**src/rtl/batch_irq_pkg.sv**
```systemverilog
package batch_irq_pkg;

    typedef enum logic {
        THR_STATIC   = 1'b0,
        THR_ADAPTIVE = 1'b1
    } thr_mode_e;

    typedef struct packed {
        logic push;
        logic pop;
        logic drop;
    } fifo_evt_t;

    // n/8 of depth, never below one entry
    function automatic int unsigned eighths_of(input int unsigned depth, input int unsigned n);
        int unsigned v;
        v = (depth * n) / 8;
        if (v == 0) v = 1;
        return v;
    endfunction

endpackage

```
**src/rtl/bif_store.sv**
```systemverilog
module bif_store
    import batch_irq_pkg::*;
#(
    parameter int DATA_W = 16,
    parameter int DEPTH  = 16,
    parameter int PTR_W  = 4,
    parameter int CNT_W  = 5
)(
    input  logic              clk,
    input  logic              rst,
    input  fifo_evt_t         evt,
    input  logic [DATA_W-1:0] din,
    output logic [DATA_W-1:0] dout,
    output logic [CNT_W-1:0]  count
);
    logic [DATA_W-1:0] mem [DEPTH];
    logic [PTR_W-1:0]  wr_ptr, rd_ptr, wr_nxt, rd_nxt;

    generate
        if ((DEPTH & (DEPTH - 1)) == 0) begin : g_pow2
            always_comb begin
                wr_nxt = wr_ptr + PTR_W'(1);
                rd_nxt = rd_ptr + PTR_W'(1);
            end
        end else begin : g_mod
            always_comb begin
                wr_nxt = (wr_ptr == PTR_W'(DEPTH - 1)) ? '0 : wr_ptr + PTR_W'(1);
                rd_nxt = (rd_ptr == PTR_W'(DEPTH - 1)) ? '0 : rd_ptr + PTR_W'(1);
            end
        end
    endgenerate

    always_ff @(posedge clk) begin
        if (evt.push) mem[wr_ptr] <= din;
    end

    always_ff @(posedge clk) begin
        if (rst) begin
            wr_ptr <= '0;
            rd_ptr <= '0;
            count  <= '0;
        end else begin
            if (evt.push) wr_ptr <= wr_nxt;
            if (evt.pop)  rd_ptr <= rd_nxt;
            count <= count + CNT_W'(evt.push) - CNT_W'(evt.pop);
        end
    end

    assign dout = mem[rd_ptr];

endmodule

```
**src/rtl/bif_gap_avg.sv**
```systemverilog
module bif_gap_avg #(
    parameter int GAP_W = 12
)(
    input  logic             clk,
    input  logic             rst,
    input  logic             accept,
    input  logic [2:0]       decay,
    output logic [GAP_W-1:0] avg
);
    logic [GAP_W-1:0]        gap_q;
    logic signed [GAP_W:0]   diff, step, sum;

    // cycles since the previous accepted write, saturating
    always_ff @(posedge clk) begin
        if (rst)                  gap_q <= GAP_W'(1);
        else if (accept)          gap_q <= GAP_W'(1);
        else if (gap_q != '1)     gap_q <= gap_q + GAP_W'(1);
    end

    always_comb begin
        diff = $signed({1'b0, gap_q}) - $signed({1'b0, avg});
        step = diff >>> decay;
        sum  = $signed({1'b0, avg}) + step;
    end

    always_ff @(posedge clk) begin
        if (rst)         avg <= '0;
        else if (accept) avg <= sum[GAP_W-1:0];
    end

endmodule

```
**src/rtl/bif_thr_sel.sv**
```systemverilog
module bif_thr_sel
    import batch_irq_pkg::*;
#(
    parameter int DEPTH     = 16,
    parameter int CNT_W     = 5,
    parameter int GAP_W     = 12,
    parameter int GAP_SHIFT = 2,
    parameter int THR_LO    = 2,
    parameter int THR_HI    = 14
)(
    input  thr_mode_e        mode,
    input  logic [CNT_W-1:0] static_thr,
    input  logic [GAP_W-1:0] avg,
    output logic [CNT_W-1:0] thr
);
    localparam int SPAN = THR_HI - THR_LO;

    logic [CNT_W-1:0] static_val, adapt_val;
    logic [GAP_W-1:0] scaled;

    always_comb begin
        if (static_thr == '0)                 static_val = CNT_W'(DEPTH / 2);
        else if (static_thr > CNT_W'(DEPTH))  static_val = CNT_W'(DEPTH);
        else                                  static_val = static_thr;
    end

    // longer gaps pull the threshold down toward LO
    always_comb begin
        scaled = avg >> GAP_SHIFT;
        if (scaled >= GAP_W'(SPAN)) adapt_val = CNT_W'(THR_LO);
        else                        adapt_val = CNT_W'(THR_HI) - CNT_W'(scaled);
    end

    assign thr = (mode == THR_ADAPTIVE) ? adapt_val : static_val;

endmodule

```
**src/rtl/bif_event_ctrl.sv**
```systemverilog
module bif_event_ctrl #(
    parameter int CNT_W  = 5,
    parameter int DROP_W = 16
)(
    input  logic              clk,
    input  logic              rst,
    input  logic [CNT_W-1:0]  fill,
    input  logic [CNT_W-1:0]  thr,
    input  logic              ack,
    input  logic              drop,
    input  logic              clr,
    output logic              irq,
    output logic              ovf,
    output logic [DROP_W-1:0] drops
);
    logic above, served_q;

    assign above = (fill >= thr);

    // one request per batch: an acknowledge holds it off until fill dips
    always_ff @(posedge clk) begin
        if (rst)         served_q <= 1'b0;
        else if (!above) served_q <= 1'b0;
        else if (ack)    served_q <= 1'b1;
    end

    assign irq = above && !served_q;

    always_ff @(posedge clk) begin
        if (rst) begin
            ovf   <= 1'b0;
            drops <= '0;
        end else if (clr) begin
            ovf   <= drop;
            drops <= DROP_W'(drop);
        end else if (drop) begin
            ovf <= 1'b1;
            if (drops != '1) drops <= drops + DROP_W'(1);
        end
    end

endmodule

```
**src/rtl/batch_irq_fifo.sv**
```systemverilog
module batch_irq_fifo
    import batch_irq_pkg::*;
#(
    parameter int DATA_W    = 16,
    parameter int BURST_LEN = 8,
    parameter int GAP_W     = 12,
    parameter int GAP_SHIFT = 2,
    parameter int DROP_W    = 16,
    localparam int DEPTH    = 2 * BURST_LEN,
    localparam int CNT_W    = $clog2(DEPTH + 1)
)(
    input  logic              clk,
    input  logic              rst,
    input  logic              wr_valid,
    input  logic [DATA_W-1:0] wr_data,
    output logic              wr_ready,
    input  logic              rd_en,
    output logic [DATA_W-1:0] rd_data,
    output logic              rd_valid,
    output logic [CNT_W-1:0]  fill_level,
    input  logic              cfg_adaptive,
    input  logic [CNT_W-1:0]  cfg_thr,
    input  logic [2:0]        cfg_decay,
    input  logic              irq_ack,
    input  logic              ovf_clr,
    output logic              irq,
    output logic [CNT_W-1:0]  active_thr,
    output logic              ovf_flag,
    output logic [DROP_W-1:0] drop_count
);
    localparam int PTR_W  = (DEPTH > 1) ? $clog2(DEPTH) : 1;
    localparam int THR_LO = int'(eighths_of(DEPTH, 1));
    localparam int THR_HI = int'(eighths_of(DEPTH, 7));

    fifo_evt_t        evt;
    logic             full, empty;
    logic [CNT_W-1:0] fill;
    logic [GAP_W-1:0] avg;
    thr_mode_e        mode;

    always_comb begin
        full     = (fill == CNT_W'(DEPTH));
        empty    = (fill == '0);
        evt.push = wr_valid && !full;
        evt.pop  = rd_en && !empty;
        evt.drop = wr_valid && full;
    end

    assign mode       = thr_mode_e'(cfg_adaptive);
    assign wr_ready   = !full;
    assign rd_valid   = !empty;
    assign fill_level = fill;

    bif_store #(
        .DATA_W(DATA_W), .DEPTH(DEPTH), .PTR_W(PTR_W), .CNT_W(CNT_W)
    ) u_store (
        .clk(clk), .rst(rst), .evt(evt), .din(wr_data),
        .dout(rd_data), .count(fill)
    );

    bif_gap_avg #(
        .GAP_W(GAP_W)
    ) u_gap (
        .clk(clk), .rst(rst), .accept(evt.push), .decay(cfg_decay), .avg(avg)
    );

    bif_thr_sel #(
        .DEPTH(DEPTH), .CNT_W(CNT_W), .GAP_W(GAP_W), .GAP_SHIFT(GAP_SHIFT),
        .THR_LO(THR_LO), .THR_HI(THR_HI)
    ) u_thr (
        .mode(mode), .static_thr(cfg_thr), .avg(avg), .thr(active_thr)
    );

    bif_event_ctrl #(
        .CNT_W(CNT_W), .DROP_W(DROP_W)
    ) u_evt (
        .clk(clk), .rst(rst), .fill(fill), .thr(active_thr), .ack(irq_ack),
        .drop(evt.drop), .clr(ovf_clr), .irq(irq), .ovf(ovf_flag),
        .drops(drop_count)
    );

endmodule

```
**config.mk**
```make
export PLATFORM = sky130hd
export DESIGN_NAME = batch_irq_fifo
export DESIGN_NICKNAME = d
export VERILOG_FILES = /design/src/rtl/batch_irq_pkg.sv /design/src/rtl/bif_store.sv /design/src/rtl/bif_gap_avg.sv /design/src/rtl/bif_thr_sel.sv /design/src/rtl/bif_event_ctrl.sv /design/src/rtl/batch_irq_fifo.sv
export SDC_FILE = /design/constraint.sdc
export NUM_CORES = 1
export LEC_CHECK = 0
export BUFFER_PORTS_ARGS = -buffer_cell sky130_fd_sc_hd__buf_2
export CORE_MARGIN = 10
export CORE_UTILIZATION = 50
export DETAILED_ROUTE_END_ITERATION = 7
export PLACE_DENSITY = 0.78
export REMOVE_ABC_BUFFERS = 1
export SETUP_SLACK_MARGIN = 0.1
export SYNTH_ARGS = -nofsm -noshare
export SYNTH_HDL_FRONTEND = slang
export SYNTH_SLANG_ARGS = --single-unit
```
**constraint.sdc**
```tcl
create_clock -name clk -period 6.4 [get_ports clk]
set_input_delay 0.96 -clock clk [delete_from_list [all_inputs] [get_ports clk]]
set_output_delay 0.96 -clock clk [all_outputs]
set_load 0.02 [all_outputs]
```
Word-level counts from Yosys, hierarchy flattened

Memory sizes are Yosys's and may differ from the RTL's. A register that Yosys moved wholly into a read port is not among the register bits.
Index checks and enable logic that the tools add are counted.

Output and inout bits: 46
Bits in registers: 55
Memories kept: 1
Bits in writable memories: 256
Logic and storage cells: 56

Memory list:

| memory      | depth | bits a word | rd ports | clocked after memory_dff | write ports | RTL line        | text |
|---|---|---|---|---|---|---|---|
| u_store.mem | 16    | 16          | 1        | 1                        | 1           | bif_store.sv:16 | `logic [DATA_W-1:0] mem [DEPTH];` |

Bitwise logic cells: 1
Reduce and logical (&&, ||, !) cells: 16
Muxes and demuxes: 13
Add/subtract/negate cells: 9
Magnitude comparators: 3
Eq/ne operators: 3
Shifts and indexed selects: 1

Operators by type and width:

| cell                                                 | number |
|---|---|
| 2-to-1 mux 5 bit                                     | 4 |
| adder 16 x 1 -> 16 bit, second input constant        | 1 |
| inequality test 16 bit, second input constant        | 1 |
| >>> shifter 13 x 3 -> 12 bit                         | 1 |
| subtractor 12 x 12 -> 13 bit                         | 1 |
| adder 12 x 1 -> 12 bit, second input constant        | 1 |
| adder 12 bit                                         | 1 |
| inequality test 12 bit, second input constant        | 1 |
| >= comparator 10 x 4 -> 1 bit, second input constant | 1 |
| zero test 5 bit                                      | 2 |
| adder 4 x 1 -> 4 bit, second input constant          | 2 |
| 2-to-1 mux 4 bit                                     | 2 |
| 2-to-1 mux 1 bit                                     | 7 |
| OR reduction 2 bit                                   | 3 |
| adder 5 x 1 -> 5 bit                                 | 1 |
| equality test 5 bit, second input constant           | 1 |
| >= comparator 5 bit                                  | 1 |
| greater-than comparator 5 bit, second input constant | 1 |
| subtractor 4 x 5 -> 5 bit, first input constant      | 1 |
| subtractor 5 x 1 -> 5 bit                            | 1 |
| logical AND 1 bit                                    | 4 |
| AND reduction 2 bit                                  | 2 |
| nonzero test 2 bit                                   | 2 |
| zero test 1 bit                                      | 3 |
| NOT 1 bit                                            | 1 |

Longest topological paths before layout

Gate-level depths: netlist (run 1).

Depth after elaboration: 7
Mapped depth: 21
Depth with buffers taken out: 21

Cells and area by module

A second synthesis (run 1) with hierarchy kept.

Cells, all modules: 946
Area total of the unflattened synthesis: 14,204.9 um^2

Modules (own cells, without submodules):

| module         | instances | area each (um^2) | sequential area each (um^2) | cells an instance |
|---|---|---|---|---|
| bif_store      | 1         | 10,487.6         | 8,027.7                     | 486 |
| bif_gap_avg    | 1         | 2,517.4          | 480.5                       | 313 |
| bif_event_ctrl | 1         | 978.4            | 360.3                       | 119 |
| bif_thr_sel    | 1         | 167.7            | 0.0                         | 21 |
| batch_irq_fifo | 1         | 53.8             | 0.0                         | 7 |

Worst setup path after synthesis (run 1)

OpenSTA, ideal clock, no wires.

Path type: register to register
From: reg u_gap.gap_q[0]
To: reg u_gap.avg[11]
Cell stages (with the launch flop): 22
Data arrival time: 4.207 ns
Buffers on the path: 0
Path slack: 2.070 ns
Library setup time: 0.123 ns
Required time: 6.277 ns
Period minus slack after synthesis: 4.330 ns
Cell sequence: dfxtp_1 inv_1 ha_1 inv_1 fa_1 a211oi_1 o21ai_0 a21boi_0 nor2_1 xor2_1 mux2i_1 mux2_2 a21oi_1 ha_1 o21ai_0 o21ai_1 nor3_1 o21ai_0 or3_1 and3_1 mux2i_1 mux2_1

Longest elaborated chain between the ends: 3

RTL lines:

| what                         | RTL line          | text |
|---|---|---|
| from (decl)                  | bif_gap_avg.sv:10 | `logic [GAP_W-1:0] gap_q;` |
| from (signal assigned)       | bif_gap_avg.sv:17 | `else if (gap_q != '1) gap_q <= gap_q + GAP_W'(1);` |
| subtractor 12 x 12 -> 13 bit | bif_gap_avg.sv:21 | `diff = $signed({1'b0, gap_q}) - $signed({1'b0, avg});` |
| >>> shifter 13 x 3 -> 12 bit | bif_gap_avg.sv:22 | `step = diff >>> decay;` |
| adder 12 bit                 | bif_gap_avg.sv:23 | `sum = $signed({1'b0, avg}) + step;` |
| to (signal assigned)         | bif_gap_avg.sv:28 | `else if (accept) avg <= sum[GAP_W-1:0];` |
| to (decl)                    | bif_gap_avg.sv:8  | `output logic [GAP_W-1:0] avg` |

No other way between the ends.
A chain may end at the register's enable or synchronous reset.

Worst setup path in the final report (run 1)

Same ends and word-level chain as after synthesis.

==> results list, run 1 <==
* Outcome: finished, final reports clean
- The finished layout holds 1405 standard cells, fillers aside.
- After layout, the minimum clock period comes to 4.870 ns.
- Max-cap violations in this run came to 0.
- Area occupied by multi-input gates: 0.004812 mm²
- For this run, the total global-route usage over all layers was measured as 17.11%.
* Clock latency on the worst-skew pair: 0.53 ns
* Total non-filler cell area in the finished layout: 0.01596 mm²
- Buffers inserted to repair hold after CTS numbered 0.
- The largest single stage delay on the critical path is 0.43 ns.
- Clock network power share: 31.0%
* Total clock buffers created by CTS: 34
* Remaining number of nets flagged by the antenna check after routing: 0
* Fraction of layout cells with a size suffix above 1: 25.24%
- Routability congestion estimate: 0.8493
- The setup path with the least slack is of type reg -> reg.
* Path class of the lowest-slack min-delay path: reg -> reg
* Total internal power: 4.420 mW
* Crit path max-delay family: compound AO/OA/AOI/OAI gates
- Number of hold violations in the final report: 0
* Critical Path Most Common Cell: sky130_fd_sc_hd__o21ai_0
- Antenna violations before repair: 2
- Die span in y: 187.0 µm
- The sequential cells in the finished layout cover a total of 0.008874 mm².
- Including well taps, the total number of placed cells is 1343.
* Setup repair after global routing missed its margin: false
- Summed over all nets, the switching power comes to 1.936 mW.
- Relative to the synthesized area, the layout overhead comes to 14.52%.
* Vias in the first global route: 8231
- DRC marker count from the first detailed-route iteration: 719
- After the last flow step, the layout net total stands at 1078.
* Routed wirelength normalized by instance count: 21.46 µm
- Worst setup margin: 1.530 ns
* Root buf cell: sky130_fd_sc_hd__clkbuf_16
* Maximum root-to-sink buffer count: 3
- First-pass GRT wire length: 47110 µm
- After floorplanning, the core was sized to cover 0.02763 mm².
- In this run switching power makes up 30.46% of total power.
- Area of placed instances: 0.01484 mm²
* Largest net degree at the start of global routing: 45
- Number of resized instances in the post-cts repair step: 0
- Derived from the worst setup path, the maximum achievable clock frequency is 0.2054 GHz.
- Ranking of synthesized cells by instance count: sky130_fd_sc_hd__edfxtp_1, sky130_fd_sc_hd__mux4_2, sky130_fd_sc_hd__nor2_1, sky130_fd_sc_hd__dfxtp_1, sky130_fd_sc_hd__nand2_1
- STA classifies the critical path endpoint as a flop.
- Number of standard cells after synthesis: 907
* Netlist cell types: 63
- Among all stages on the critical path, the largest delay is contributed by sky130_fd_sc_hd__fa_1.
- After clock tree synthesis, the clock-pin slew on the worst setup and hold paths is 0.06 ns.
- In this run the worst path has a maximum fanout of 6.
- Port bufs: 76
- The worst path uses 76.09% of the clock period.
- In this run the count of I/O pins placed on the die edge is 77.
- The worst setup path is launched from a flop.
- For this run, design rule violations remaining after detail routing come to 0.
* Post-synth ARST share: 0%
* Cell row count: 61
* Portion of synthesized cell area occupied by the leading cell type: 55.15%
* Number of storage elements in the synthesis netlist: 315
- Overall power: 6.356 mW
* Top post-synthesis cells by area: sky130_fd_sc_hd__edfxtp_1, sky130_fd_sc_hd__mux4_2, sky130_fd_sc_hd__dfxtp_1
- Number of clock sinks: 315
* Worst setup slack after placement: 1.578 ns
- The routed layout has 7986 vias.
* Initial standard-cell utilization of the core: 50.45%
- The startpoint identified for the worst register-to-register timing path is u_gap.gap_q[0]$_SDFFE_PP1P_.
* Launch point of the critical path: u_gap.gap_q[0]$_SDFFE_PP1P_
- The synthesized netlist occupies a cell area of 0.01394 mm².
- Largest area contributor in the synthesized netlist: sky130_fd_sc_hd__edfxtp_1
* Post-CTS Setup Bufs: 0
- Largest vdd supply drop: 0.2856 mV
- At the worst endpoint, the required time is 6.79 ns.
- Final setup violating endpoints: 0
* Deepest level of the CTS H-tree: 2
* Power density normalized to cell area: 398.2 mW/mm²
- STA puts the critical path data arrival time at 5.26 ns.
- The final layout contains routed wiring with a total length of 30160 µm.
- In the synthesized netlist the dominant register cell turns out to be sky130_fd_sc_hd__edfxtp_1.
- The number of max-slew violations in the final report came to 0.
- Max-Slew Margin vs Limit: 21.96%
- The startpoint identified for the worst hold timing path is u_evt.ovf$_SDFFE_PP0P_.
- Static leakage: 5.565 nW
- The average instance in the mapped netlist occupies 15.37 µm².
* Layout Skew: 0.03110 ns
* Proportion of power drawn by flip-flops and latches: 39.4%
- Via density per instance: 5.684
- After routing, the total negative slack on setup checks comes to 0 ns.
- Counting flops with a built-in enable in the synthesized netlist gives 256.
* Part of the Yosys area used for sequential elements: 63.63%
- Counting the fill cells in the layout gives 2146.
- Number of synthesis warnings: 0
- After legalization and detailed placement, the total HPWL measured 17970 µm.
- Worst path cell trace: inv_1 > ha_1 > inv_1 > fa_1 > a211oi_1 > o21ai_0 > a21boi_0 > nor2_1 > xor2_1 > mux2i_1 > mux2_2 > a21oi_1 > ha_1 > o21ai_0 > o21ai_1 > nor3_1 > o21ai_0 > or3_1 > and3_1 > mux2i_1 > mux2_1
- DIE WIDTH: 187.0 µm
- Slew at the pin closest to its max-slew limit: 1.169 ns
- TritonCTS clock tree: built
- Counting both buffers and inverters, the worst setup path holds a total of 2.
- Number of search-and-repair iterations in the first detailed-routing pass: 5
- For this run the aggregate overflow at the end of global routing stands at 0.
- The share of total power dissipated in combinational logic is 29.7%.
- The floorplan step defined a die boundary enclosing 0.03496 mm².
- Most numerous cell in the Yosys netlist: sky130_fd_sc_hd__edfxtp_1
-- final timing paths --
| check | cells past startpoint | slack [ns] | endpoint |
|---|---|---|---|
| hold reg to reg | 2 | 0.48 | u_evt.ovf$_SDFFE_PP0P_ |
| hold / removal | 2 | 0.48 | u_evt.ovf$_SDFFE_PP0P_ |
| setup / recovery | 21 | 1.53 | u_gap.avg[11]$_SDFFE_PP0P_ |
| setup reg to reg | 21 | 1.53 | u_gap.avg[11]$_SDFFE_PP0P_ |
-- registers in the layout (all words and copies together) (netlist names), named ones only --
| signal | cells |
|---|---|
| u_evt.drops | 16 |
| u_evt.ovf | 1 |
| u_evt.served_q | 1 |
| u_gap.avg | 12 |
| u_gap.gap_q | 12 |
| u_store.count | 5 |
| u_store.mem | 256 |
| u_store.rd_ptr | 4 |
| u_store.wr_ptr | 4 |
-- power groups by stage --
stage / Sequential, mW / Combinational, mW / Clock (mW)
after global routing: 2.53 / 2.10 / 2.09
after floorplan: 2.54 / 1.45 / 0
after global placement: 2.54 / 1.84 / 0
after CTS: 2.51 / 1.90 / 2.01
final: 2.50 / 1.88 / 1.97
after detailed placement: 2.55 / 1.87 / 0
-- logic make-up (layout without fill, tap and decap cells) --
family / after synthesis / in the layout / synth area share (%)
multiplexers: 98 / 98 / 14.60
adder cells (fa/ha/maj): 46 / 46 / 4.291
flip-flops: 315 / 315 / 63.63
AO/OA/AOI/OAI: 109 / 109 / 5.180
other: 0 / 1 / 0
AND/OR/NAND/NOR: 216 / 216 / 7.271
XOR/XNOR: 45 / 45 / 2.828
buffers and inverters: 78 / 197 / 2.208
-- cell type report --
cell class / count / area share, %
Sequential cell: 315 / 55.59
Multi-Input combinational cell: 514 / 30.15
Clock buffer: 42 / 5.652
Timing Repair Buffer: 96 / 3.324
Tap cell: 378 / 2.963
Clock inverter: 19 / 1.364
Inverter: 40 / 0.9407
Antenna cell: 1 / 0.01568
-- cells in the final DEF, fill, tap and decap left out, types with 12 or more instances in the layout --
cell type,synthesis,routed
sky130_fd_sc_hd__a21oi_1,33,33
sky130_fd_sc_hd__buf_2,6,76
sky130_fd_sc_hd__buf_4,0,20
sky130_fd_sc_hd__clkbuf_16,0,35
sky130_fd_sc_hd__dfxtp_1,59,57
sky130_fd_sc_hd__edfxtp_1,256,256
sky130_fd_sc_hd__ha_1,43,43
sky130_fd_sc_hd__inv_1,39,39
sky130_fd_sc_hd__mux4_2,82,82
sky130_fd_sc_hd__nand2_1,47,47
sky130_fd_sc_hd__nand3_1,15,15
sky130_fd_sc_hd__nor2_1,79,67
sky130_fd_sc_hd__nor2_2,0,12
sky130_fd_sc_hd__nor3_1,17,13
sky130_fd_sc_hd__o21ai_0,20,20
sky130_fd_sc_hd__xnor2_1,20,20
sky130_fd_sc_hd__xor2_1,25,25
-- metrics by stage --
stage / util (%) / hold slack, ns
3_3_place_gp: 53.71 / 0.4562
4_1_cts: 57.76 / 0.4757
5_1_grt: 57.77 / 0.5149
2_1_floorplan: - / 0.4519
3_5_place_dp: 53.71 / 0.4648
6_report: 57.77 / 0.4770
-- worst register-to-register path, cell delays in order (launching register included) --
cell and delay (ns):
sky130_fd_sc_hd__dfxtp_1 0.36, sky130_fd_sc_hd__inv_1 0.08, sky130_fd_sc_hd__ha_1 0.15, sky130_fd_sc_hd__inv_1 0.05, sky130_fd_sc_hd__fa_1 0.43, sky130_fd_sc_hd__a211oi_1 0.27
sky130_fd_sc_hd__o21ai_0 0.21, sky130_fd_sc_hd__a21boi_0 0.24, sky130_fd_sc_hd__nor2_1 0.08, sky130_fd_sc_hd__xor2_1 0.21, sky130_fd_sc_hd__mux2i_1 0.20, sky130_fd_sc_hd__mux2_2 0.32
sky130_fd_sc_hd__a21oi_1 0.15, sky130_fd_sc_hd__ha_1 0.27, sky130_fd_sc_hd__o21ai_0 0.23, sky130_fd_sc_hd__o21ai_1 0.11, sky130_fd_sc_hd__nor3_1 0.20, sky130_fd_sc_hd__o21ai_0 0.18
sky130_fd_sc_hd__or3_1 0.35, sky130_fd_sc_hd__and3_1 0.19, sky130_fd_sc_hd__mux2i_1 0.14, sky130_fd_sc_hd__mux2_1 0.33
-- per-layer routing --
layer	track usage, %	vias to the layer above	part of all wire (%)
li1	-	3685	-
met1	22.01	3971	41
met2	28.64	272	50
met3	3.449	56	6.9
met4	5.397	2	2.0
met5	0	-	0.066
Note: power is estimated with default switching activity, not from simulation.
==> run 2, diff against run 1 <==
==> constraint.sdc (replaced) <==
create_clock -name clk -period 4.8 [get_ports clk]
set_input_delay 0.72 -clock clk [delete_from_list [all_inputs] [get_ports clk]]
set_output_delay 0.72 -clock clk [all_outputs]
set_load 0.02 [all_outputs]
==> run 2 against run 1 <==
Net effect:
- register-to-register slack worse by 1.2 ns
- core utilization is 0.69 points higher
- critical endpoint unchanged
- sequential power rose by 32%
- combinational power is 46% higher
- die area unchanged
- sequential share of layout area fell by 0.62 points
- hold slack got worse by 0.11 ns
- first-iteration DRC count down 9.0%
- final area increased by 1.2%
==> results list, run 2 (synthesized netlist as in run 1, its figures left out) <==
* Outcome: finished, final reports clean
- Routability congestion estimate: 0.8467 (-0.31%)
- Number of search-and-repair iterations in the first detailed-routing pass: 6 (+1)
- The via count came to 8001 (+0.19%).
- The peak supply drop is 0.4121 mV (+44%).
* R2r worst-path depth: 21 (unchanged)
* Leading cell type in the layout, fill and taps excluded: sky130_fd_sc_hd__edfxtp_1
- Deepest level of the CTS H-tree: 1 (-1)
- The final setup skew came to 0.009716 ns (-0.02139 ns).
- Port bufs: 76 (unchanged)
- The switching part of the total power came to 30.52% (+0.057 points).
- The tree is rooted in a sky130_fd_sc_hd__clkbuf_16.
- The average routed wire per standard cell is 21.87 µm (+1.9%).
- Achievable clock frequency: 0.2215 GHz (+7.9%)
* Clk pin slew, worst setup/hold paths: 0.07 ns (about the same)
- Final setup violating endpoints: 0 (unchanged)
- Clock latency on the worst-skew pair: 0.57 ns (+0.04 ns)
- The largest registers in the layout are u_store.mem (256), u_evt.drops (16).
- The remaining design rule violation count was 0 (unchanged).
- The count of max-cap constraint violations came to 0 (unchanged).
- The sequential group share of total power was 37.5% (-1.9 points).
* Worst hold path startpoint: ovf_clr
- The cell area after placement came to 0.01487 mm² (+0.24%).
* Setup repair after global routing missed its margin: true
* Max-slew violation count: 0 (unchanged)
- Power density normalized to cell area: 543.0 mW/mm² (+36%)
* Core area: 0.02763 mm² (unchanged)
* Net count of the finished layout: 1082 (+0.37%)
* Area growth syn-to-layout: 15.88%
- The estimated wirelength of the detail-placed design is 18160 µm (+1.0%).
- The max-slew headroom at the worst pin came to 21.85% (-0.11 points).
- Crit Reg-Reg Endpoint: u_gap.avg[11]$_SDFFE_PP0P_
* Hold Path Depth: 2 (unchanged)
* Critical Path Sink Type: flop
* Total non-filler cell area in the finished layout: 0.01615 mm² (+1.2%)
- The worst setup path is launched from a flop.
- Clock network power share: 31.1% (about the same)
- Fraction of layout cells with a size suffix above 1: 28.93% (+3.7 points)
- Antenna violations before repair: 1 (-1)
* Total internal power: 6.094 mW (+38%)
- GRT overflow: 0 (unchanged)
- Number of hold violations in the final report: 0 (unchanged)
- First-pass GRT wire length: 48160 µm (+2.2%)
* Worst hold slack: 0.3630 ns (-0.1140 ns)
- The flip-flop count of the largest register after layout was 256 (unchanged).
- Path class of the lowest-slack min-delay path: in -> reg
- The data arrival time at the worst-slack endpoint was 4.97 ns (-0.29 ns).
* Vias in the first global route: 8372 (+1.7%)
- The largest fanout of any net on the critical path is 3 (-3).
* Static leakage: 5.624 nW (+1.1%)
- The residual antenna-violating net count after detailed routing was 0 (unchanged).
- The number of antenna diodes was 0 (-1).
* Worst r2r src: u_gap.gap_q[0]$_SDFFE_PP1P_
* Ports placed on the boundary: 77 (unchanged)
- Overall power: 8.771 mW (+38%)
- Switching component of the power: 2.677 mW (+38%)
- The vertical die dimension is 187.0 µm (unchanged).
- Post-Route WL: 30790 µm (+2.1%)
* TritonCTS clock tree: built
- The critical path is of the reg -> reg type.
- For this design, the slowest cell found on the critical path is sky130_fd_sc_hd__fa_2.
- The top cell types in the final layout, fill and taps aside, are sky130_fd_sc_hd__edfxtp_1, sky130_fd_sc_hd__mux4_2, sky130_fd_sc_hd__buf_2.
- The total routing resource utilization after global routing was 17.36% (+0.25 points).
- Cell row count: 61 (unchanged)
* DIE WIDTH: 187.0 µm (unchanged)
* Via density per instance: 5.683 (about the same)
* Critical Path Most Common Cell: sky130_fd_sc_hd__o21ai_2
- The proportion of power drawn by combinational gates came to 31.4% (+1.7 points).
- Required time of the worst setup path: 5.25 ns (-1.54 ns)
- Critical path buffers and inverters: 2 (unchanged)
- Traced cell by cell, the critical path runs through inv_1 > ha_2 > inv_1 > fa_2 > a211oi_2 > o21ai_2 > a21boi_1 > nor2_1 > xor2_1 > mux2i_1 > a22o_1 > a21oi_2 > ha_1 > a211oi_2 > o21ai_2 > nor3_2 > o21ai_2 > or3_1 > and3_1 > mux2i_1 > mux2_1.
* Worst path max stage delay: 0.37 ns (-0.06 ns)
- Initial standard-cell utilization of the core: 50.45% (unchanged)
- Broken down by cell family, the worst path's largest delay share belongs to compound AO/OA/AOI/OAI gates.
- For hold timing, the worst endpoint is u_evt.drops[0]$_SDFFE_PP0P_.
- The count of clock tree sinks is 315 (unchanged).
- Minimum setup slack among reg-to-reg paths: 0.29 ns (-1.24 ns)
- The transition at the pin with the smallest max-transition slack came to 1.171 ns (+0.001946 ns).
- The die area is 0.03496 mm² (unchanged).
- The minimum period implied by the final worst setup slack came to 4.514 ns (-0.3552 ns).
- The iteration-0 DRC count of the detailed router was 654 (-9.0%).
* Maximum root-to-sink buffer count: 3 (unchanged)
* Final Cycle Share: 94.05% (+18 points)
- The number of buffers added by the clock tree synthesis step was 31 (-8.8%).
- u_store.mem holds more flip-flops than any other register.
- Largest net degree at the start of global routing: 35 (-22%)
run 2: changes by cell type in the layout (fill, tap and decap cells not counted), moves of 5 or more:
| cell | delta |
|---|---|
| sky130_fd_sc_hd__dfxtp_1 | -5 |
| sky130_fd_sc_hd__o21ai_0 | -6 |
| sky130_fd_sc_hd__clkinv_1 | -5 |
| sky130_fd_sc_hd__buf_4 | +6 |
| sky130_fd_sc_hd__dfxtp_2 | +5 |
| sky130_fd_sc_hd__clkbuf_1 | -7 |
| sky130_fd_sc_hd__clkinvlp_4 | +5 |
run 2: final cells by class:
type / instances / area (µm²)
fillers: 2117 / 11480
repair buffers: 103 / 595.6
flip-flops and latches: 315 / 8880
well taps: 378 / 473.0
clock buffers: 32 / 789.5
clock inverters: 26 / 386.6
inverters: 40 / 150.1
multi-input cells: 514 / 4877
run 2: worst max path at each step:
stage / from / end / slack (ns) / cells past startpoint
floorplan: flop / rd_data[0] / 0.16 / 2
global placement: u_gap.avg[0]$_SDFFE_PP0P_ / u_gap.avg[11]$_SDFFE_PP0P_ / 0.19 / 20
detailed placement: u_gap.avg[0]$_SDFFE_PP0P_ / u_gap.avg[11]$_SDFFE_PP0P_ / 0.06 / 20
CTS: u_gap.avg[2]$_SDFFE_PP0P_ / u_gap.avg[11]$_SDFFE_PP0P_ / 0.12 / 18
global route: u_gap.gap_q[0]$_SDFFE_PP1P_ / u_gap.avg[11]$_SDFFE_PP0P_ / -0.02 / 21
finish: u_gap.gap_q[0]$_SDFFE_PP1P_ / u_gap.avg[11]$_SDFFE_PP0P_ / 0.29 / 21
run 2: metrics by stage:
step	util (%)	cells	setup slack, ns	setup TNS [ns]
global placement	53.84	1346	0.1859	0
CTS	58.13	1404	0.1236	0
detailed placement	53.84	1346	0.06400	0
floorplan	-	869	0.1594	0
global route	58.46	1408	-0.01975	-0.01975
finish	58.46	1408	0.2855	0
run 2: repair_timing:
item | CTS | global route
resized for setup | 4 | 28
buffers inserted | 0 | 4
pin swaps | 0 | 10
hold buffers | 0 | 0
endpoints found under the setup margin | 1 | 4
run 2: power groups by stage:
stage | sequential (mW) | clock, mW | combinational [mW]
CTS | 3.30 | 2.78 | 2.63
floorplan | 3.39 | 0 | 1.93
finish | 3.29 | 2.73 | 2.75
global placement | 3.34 | 0 | 2.53
global route | 3.32 | 2.88 | 3.05
detailed placement | 3.35 | 0 | 2.59
run 2: layer usage:
layer,track usage (%),wire length (µm)
met3,3.281,1890
met4,4.901,783
met2,29.73,15600
met1,22.12,12500
met5,0,15
